==> src/rtl/crb_pkg.sv <==
package crb_pkg;
  typedef struct packed {
    logic sel_copy;
    logic odt;
    logic cke;
  } side_t;
  localparam int SIDE_W = $bits(side_t);
endpackage

==> src/rtl/crb_rst_sync.sv <==
module crb_rst_sync #(
  parameter int STAGES = 2
) (
  input  logic clk,
  input  logic rst_n_async,
  output logic rst_n_sync
);
  logic [STAGES-1:0] chain;

  always_ff @(posedge clk or negedge rst_n_async) begin
    if (!rst_n_async) begin
      chain <= '0;
    end else begin
      chain[0] <= 1'b1;
      for (int i = 1; i < STAGES; i++) chain[i] <= chain[i-1];
    end
  end

  assign rst_n_sync = chain[STAGES-1];
endmodule

==> src/rtl/crb_lane_bank.sv <==
module crb_lane_bank #(
  parameter int LANES = 25
) (
  input  logic             clk,
  input  logic             rst_n,
  input  logic             load,
  input  logic [LANES-1:0] d,
  output logic [LANES-1:0] q
);
  for (genvar g = 0; g < LANES; g++) begin : g_lane
    always_ff @(posedge clk or negedge rst_n) begin
      if (!rst_n)    q[g] <= 1'b0;
      else if (load) q[g] <= d[g];
    end
  end


  lane_load_chk: assert property (@(posedge clk) disable iff (!rst_n)
    load |=> (q == $past(d)));

  lane_hold_chk: assert property (@(posedge clk) disable iff (!rst_n)
    !load |=> $stable(q));
endmodule

==> src/rtl/crb_side_reg.sv <==
module crb_side_reg
  import crb_pkg::*;
(
  input  logic  clk,
  input  logic  rst_n,
  input  side_t side_d,
  output side_t side_q
);
  always_ff @(posedge clk or negedge rst_n) begin
    if (!rst_n) side_q <= '0;
    else        side_q <= side_d;
  end


  side_follow_chk: assert property (@(posedge clk) disable iff (!rst_n)
    1'b1 |=> (side_q == $past(side_d)));
endmodule

==> src/rtl/cs_gated_regbuf.sv <==
module cs_gated_regbuf
  import crb_pkg::*;
#(
  parameter int LANES       = 25,
  parameter int SYNC_STAGES = 2
) (
  input  logic             clk,
  input  logic             rst_n,
  input  logic [LANES-1:0] d_in,
  input  logic             sel_pri_n,
  input  logic             sel_sec_n,
  input  logic             odt_in,
  input  logic             cke_in,
  output logic [LANES-1:0] q_out,
  output logic             sel_copy_out,
  output logic             odt_out,
  output logic             cke_out
);
  logic  rst_n_int;
  logic  lane_load;
  side_t side_d, side_q;

  crb_rst_sync #(.STAGES(SYNC_STAGES)) u_sync (
    .clk(clk), .rst_n_async(rst_n), .rst_n_sync(rst_n_int)
  );

  assign lane_load = !(sel_pri_n && sel_sec_n);

  crb_lane_bank #(.LANES(LANES)) u_lanes (
    .clk(clk), .rst_n(rst_n_int), .load(lane_load), .d(d_in), .q(q_out)
  );

  assign side_d = '{sel_copy: sel_pri_n, odt: odt_in, cke: cke_in};

  crb_side_reg u_side (
    .clk(clk), .rst_n(rst_n_int), .side_d(side_d), .side_q(side_q)
  );

  assign sel_copy_out = side_q.sel_copy;
  assign odt_out      = side_q.odt;
  assign cke_out      = side_q.cke;


  reset_clear_chk: assert property (@(posedge clk)
    !rst_n |-> (q_out == '0 && !sel_copy_out && !odt_out && !cke_out));
endmodule

==> config.mk <==
export PLATFORM = sky130hd
export DESIGN_NAME = cs_gated_regbuf
export DESIGN_NICKNAME = d
export VERILOG_FILES = /design/src/rtl/crb_pkg.sv /design/src/rtl/crb_rst_sync.sv /design/src/rtl/crb_lane_bank.sv /design/src/rtl/crb_side_reg.sv /design/src/rtl/cs_gated_regbuf.sv
export SDC_FILE = /design/constraint.sdc
export NUM_CORES = 1
export LEC_CHECK = 0
export BUFFER_PORTS_ARGS = -buffer_cell sky130_fd_sc_hd__buf_2
export CAP_MARGIN = 10
export CORE_MARGIN = 1.5
export CORE_UTILIZATION = 47
export DETAILED_ROUTE_END_ITERATION = 8
export HOLD_SLACK_MARGIN = 0.1
export MAX_ROUTING_LAYER = met4
export PLACE_DENSITY = 0.83
export SYNTH_ARGS = -nofsm -noshare
export SYNTH_HDL_FRONTEND = slang
export SYNTH_SLANG_ARGS = --single-unit
==> constraint.sdc <==
create_clock -name clk -period 2.8 [get_ports clk]
set_input_delay 0.56 -clock clk [delete_from_list [all_inputs] [get_ports clk]]
set_output_delay 0.56 -clock clk [all_outputs]
set_load 0.05 [all_outputs]
### Word level (Yosys, flattened, before mapping)

Cells that the tools add are included.

| operators by class | value |
|---|---|
| reductions and logical operators | 1 |

Operators with widths:

| operator | number |
|---|---|
| $logic_and 1x1->1 | 1 |

| storage, ports and cells | value |
|---|---|
| word-level logic and storage cells | 30 |
| input bits | 31 |
| bits in registers | 30 |

### Logic depth before layout (Yosys ltp)

| depth | value |
|---|---|
| depth after elaboration | 1 |
| gate-level depth with buffers | 3 |

### Hierarchy

Synthesis repeated with hierarchy kept, for this count alone.

| second synthesis, totals | value |
|---|---|
| cell total of the unflattened synthesis | 60 |
| area total of the unflattened synthesis | 1166.1 um^2 |

By module, submodules not included:

| module | instances | area an instance (um^2) | cells an instance |
|---|---|---|---|
| crb_lane_bank | 1 | 1033.5 | 53 |
| crb_side_reg | 1 | 75.1 | 3 |
| crb_rst_sync | 1 | 53.8 | 3 |
| cs_gated_regbuf | 1 | 3.8 | 1 |

### Worst setup path after synthesis

Ideal clock, no wire load.

| timing | value |
|---|---|
| path type | input-to-reg |
| start | input sel_pri_n |
| end | register u_lanes.q[10] |
| cell stages on the path | 3 |
| setup slack | 1.510 ns |
| data arrival time | 1.165 ns |
| buffers on the path | 1 |
| cell sequence | nand2_2 -> buf_6 -> mux2_4 |

| between the ends | value |
|---|---|
| longest elaborated chain between the ends | 1 |

Ends and longest elaborated chain:

| element | RTL line | RTL |
|---|---|---|
| start: declaration | cs_gated_regbuf.sv:10 | `input logic sel_pri_n,` |
| $logic_and 1x1->1 | cs_gated_regbuf.sv:27 | `assign lane_load = !(sel_pri_n && sel_sec_n);` |
| end signal: indexed assignment | crb_lane_bank.sv:13 | `else if (load) q[g] <= d[g];` |
| end: declaration | crb_lane_bank.sv:8 | `output logic [LANES-1:0] q` |

No other way between the ends.
A chain may end at the register's enable or synchronous reset.

### Worst setup path in the final report

| timing | value |
|---|---|
| start | register u_lanes.q[19] |
| end | output q_out[19] |

RTL lines:

| element | RTL line | RTL |
|---|---|---|
| end: declaration | cs_gated_regbuf.sv:14 | `output logic [LANES-1:0] q_out,` |

No word-level cell between the ends.

==> run summary <==
For the count of inserted antenna diode cells, the log shows 0. In this run the number of H-tree levels came out at 2. STA puts the critical path data arrival time at 970 ps. For the global-route wire length before repair, the log shows 3.48 mm. The wire length after detailed routing came out at 2.19 mm. The total power after layout was 1.04 mW.

The post-synthesis share of cell area spent on full adders, half adders and majority gates is 0%. For the pin with the worst max-slew slack, the measured transition is 1070 ps. The initial utilization of the core area, before any placement, comes to 50.6%. Among cell families on the critical path, the largest total delay comes from flip-flops. Summed over all nets, the switching power comes to 0.316 mW.

In this run the remaining antenna-violating nets after routing total 0. For the final count of pins violating max slew, the log shows 0. Class of the most critical hold timing path: in -> reg. The number of nets in the synthesized netlist is 90.

The logs give 4.63 ps for the worst clock skew on the final layout and 0.00114 mm^2 for the synthesized cell area. Traced cell by cell, the critical path runs through buf_2. The main combinational cell family by area after synthesis was multiplexers. The core region is 0.00225 mm^2.

The clock network burns 29.7% of the power. The simple-gate share of the synthesized area was 0.549%. The slowest cell on the critical path is dfrtp_1. Number of synthesized register bits: 30. Of the cells placed in the final design, the portion with a size suffix greater than 1 is 74.2%. The count of cells in the finished layout, fillers not included, comes to 152. After Yosys synthesis, XOR and XNOR cells account for 0% of the synthesized area.

The total clock sinks was 30. Adding up every negative setup slack in the final design gives 0 ps. The congestion estimate from routability-driven global placement came to 0.657. For the pin count of the biggest net entering global routing, the log shows 29.

Category of the most critical setup path: reg -> out. VDD sags by at most 0.000404 V. The layout overhead on the synthesized area was 34.4%. The tools report the type of origin of the critical path as a flop. STA puts the critical path data required time at 2240 ps. In this run the count of I/O pins placed on the die edge is 59. After the last flow step, the layout net total stands at 154. The via density per instance came out at 4.68. Once placement completed, the tool counted placed cells totaling 143. Global routing used 19.3% of the available tracks across all layers. For this run, design rule violations remaining after detail routing come to 0. The average wire per standard cell was 14.4 um; the sequential area share after synthesis was 65.9%.

The flow ran to the end, and the final reports show no timing, DRC or antenna violations. Buffers inserted during clock tree synthesis total 5. The detailed-routing iteration count for the pre-antenna-repair pass was 1; the cell leakage power was 0.832 nW. Across the run, the number of max-cap violations was 0. During synthesis, Yosys emitted a total of 0 warnings. Clock period minus worst slack: 1530 ps.

The final hold violation count was 0. The maximum root-to-sink buffer count is 2, and the die span in y is 52.2 um. The number of different library cells used by synthesis comes to 6. In this design, the stage delay of the slowest critical-path cell is 380 ps.

STA classifies the critical path endpoint as an output pin. For this design the ratio of total power to cell area is 677 mW/mm^2. The design internal power is 0.720 mW, and the via total after detailed routing is 711. The count of buffers inserted at the top-level ports came out at 58.

The final critical path takes up 54.8% of the cycle. The portion of total power attributed to sequential cells was 47.4%. The tools report the post-layout utilization of the core as 67.9%.

After technology mapping, the gate count stands at 59. The library cell used as clock root buffer was clkbuf_4. The detailed router finished its first iteration with 0 violations. The die covers 0.00273 mm^2.

The floorplan has 17 rows. For flop-to-flop paths, the worst setup slack is 1700 ps. Setup violations remaining at the end of the flow were counted as 0. After global routing the overflow that remains totals 0. The synthesized netlist devotes 0% of its cell area to compound gates. The logs give 714 for the via count of the first global-routing pass and 28.6% for the relative slew slack.

The initial antenna violation count is 0, and the post-CTS setup buffer count is 0. After clock tree synthesis, the clock-pin slew on the worst setup and hold paths is 90 ps. The run gives 22.8% as the logic gate share of total power. A synthesized cell averages 19.3 um^2.

The highest fanout seen on the critical path is 2, and the overall die width is 52.2 um. The run gives 310 ps as the clock insertion delay at the later pin of the skew report. The highest achievable clock rate was 0.652 GHz; the HPWL after detailed placement was 1.58 mm.

Of the total power, the share spent switching nets is 30.5%. TritonCTS built the clock tree. The count of buffering cells on the critical path with inverters included was 1. The mux share of post-synthesis cell area was 31.3%. Setup repair after global routing left no endpoint under its margin.
[cells in the final DEF, fill, tap and decap left out]
cell and n:
dlygate4sd3_1 1, buf_2 58, nand2_2 1, clkbuf_4 5
mux2_4 20, clkbuf_8 3, dfrtp_1 30, conb_1 1
mux2_2 5
[power groups by stage]
stage          Clock, mW  Combinational (mW)  Sequential [mW]
2_1_floorplan          0              0.0582            0.615
3_3_place_gp           0               0.234            0.499
3_5_place_dp           0               0.237            0.500
4_1_cts            0.321               0.238            0.492
5_1_grt            0.347               0.247            0.498
6_report           0.308               0.237            0.492
[per-layer routing]
layer	global-route usage [%]	wire length (um)	part of all wire (%)
met1	23.2	905	41
met2	28.3	1100	50
met3	7.14	131	6.0
met4	10.3	52	2.4
met5	-	0	0
[synthesized netlist by cell type (all sizes together)]
library cell   n  area [um^2]
buf            2         22.5
conb           1         3.75
dfrtp         30          751
mux2          25          357
nand2          1         6.26
[worst paths after layout]
path                                       from               end  cells after the start
min in group asynchronous       u_sync.chain[1]      u_lanes.q[4]                      0
worst min-delay path                     odt_in  u_side.side_q[1]                      1
max in group asynchronous       u_sync.chain[1]     u_lanes.q[14]                      0
worst max-delay path              u_lanes.q[19]         q_out[19]                      1
worst min register to register  u_sync.chain[0]   u_sync.chain[1]                      0
worst max register to register  u_sync.chain[1]     u_lanes.q[14]                      0
[kinds of logic (layout without fill, tap and decap cells)]
family | Yosys count | count (layout)
buffers and inverters | 2 | 67
DFF | 30 | 30
muxes | 25 | 25
other | 1 | 1
and+or+nand+nor | 1 | 1
[through the flow]
| step | area, um^2 | hold WS, ps | worst slack [ps] |
|---|---|---|---|
| 2_1_floorplan | 1140 | 264 | 1510 |
| 3_3_place_gp | 1440 | 339 | 1060 |
| 3_5_place_dp | 1440 | 343 | 1010 |
| 4_1_cts | 1530 | 327 | 1260 |
| 5_1_grt | 1530 | 315 | 1230 |
| 6_report | 1530 | 343 | 1270 |
[timing repair]
action,4_1_cts,5_1_grt
setup endpoints to repair,0,0
hold buffers,1,0
hold endpoints to repair,2,0
resized for setup,0,0
[flip-flops by register name (all words and copies together) (netlist names)]
name,count
u_lanes.q,25
u_side.side_q,3
u_sync.chain,2
[layout make-up]
class / instances / area (um^2)
timing repair buffer: 59 / 300
tap: 28 / 35.0
multi-input combinational: 27 / 367
clock buffer: 8 / 78.8
fill: 173 / 723
sequential: 30 / 751
(Power assumes the default switching activity.)
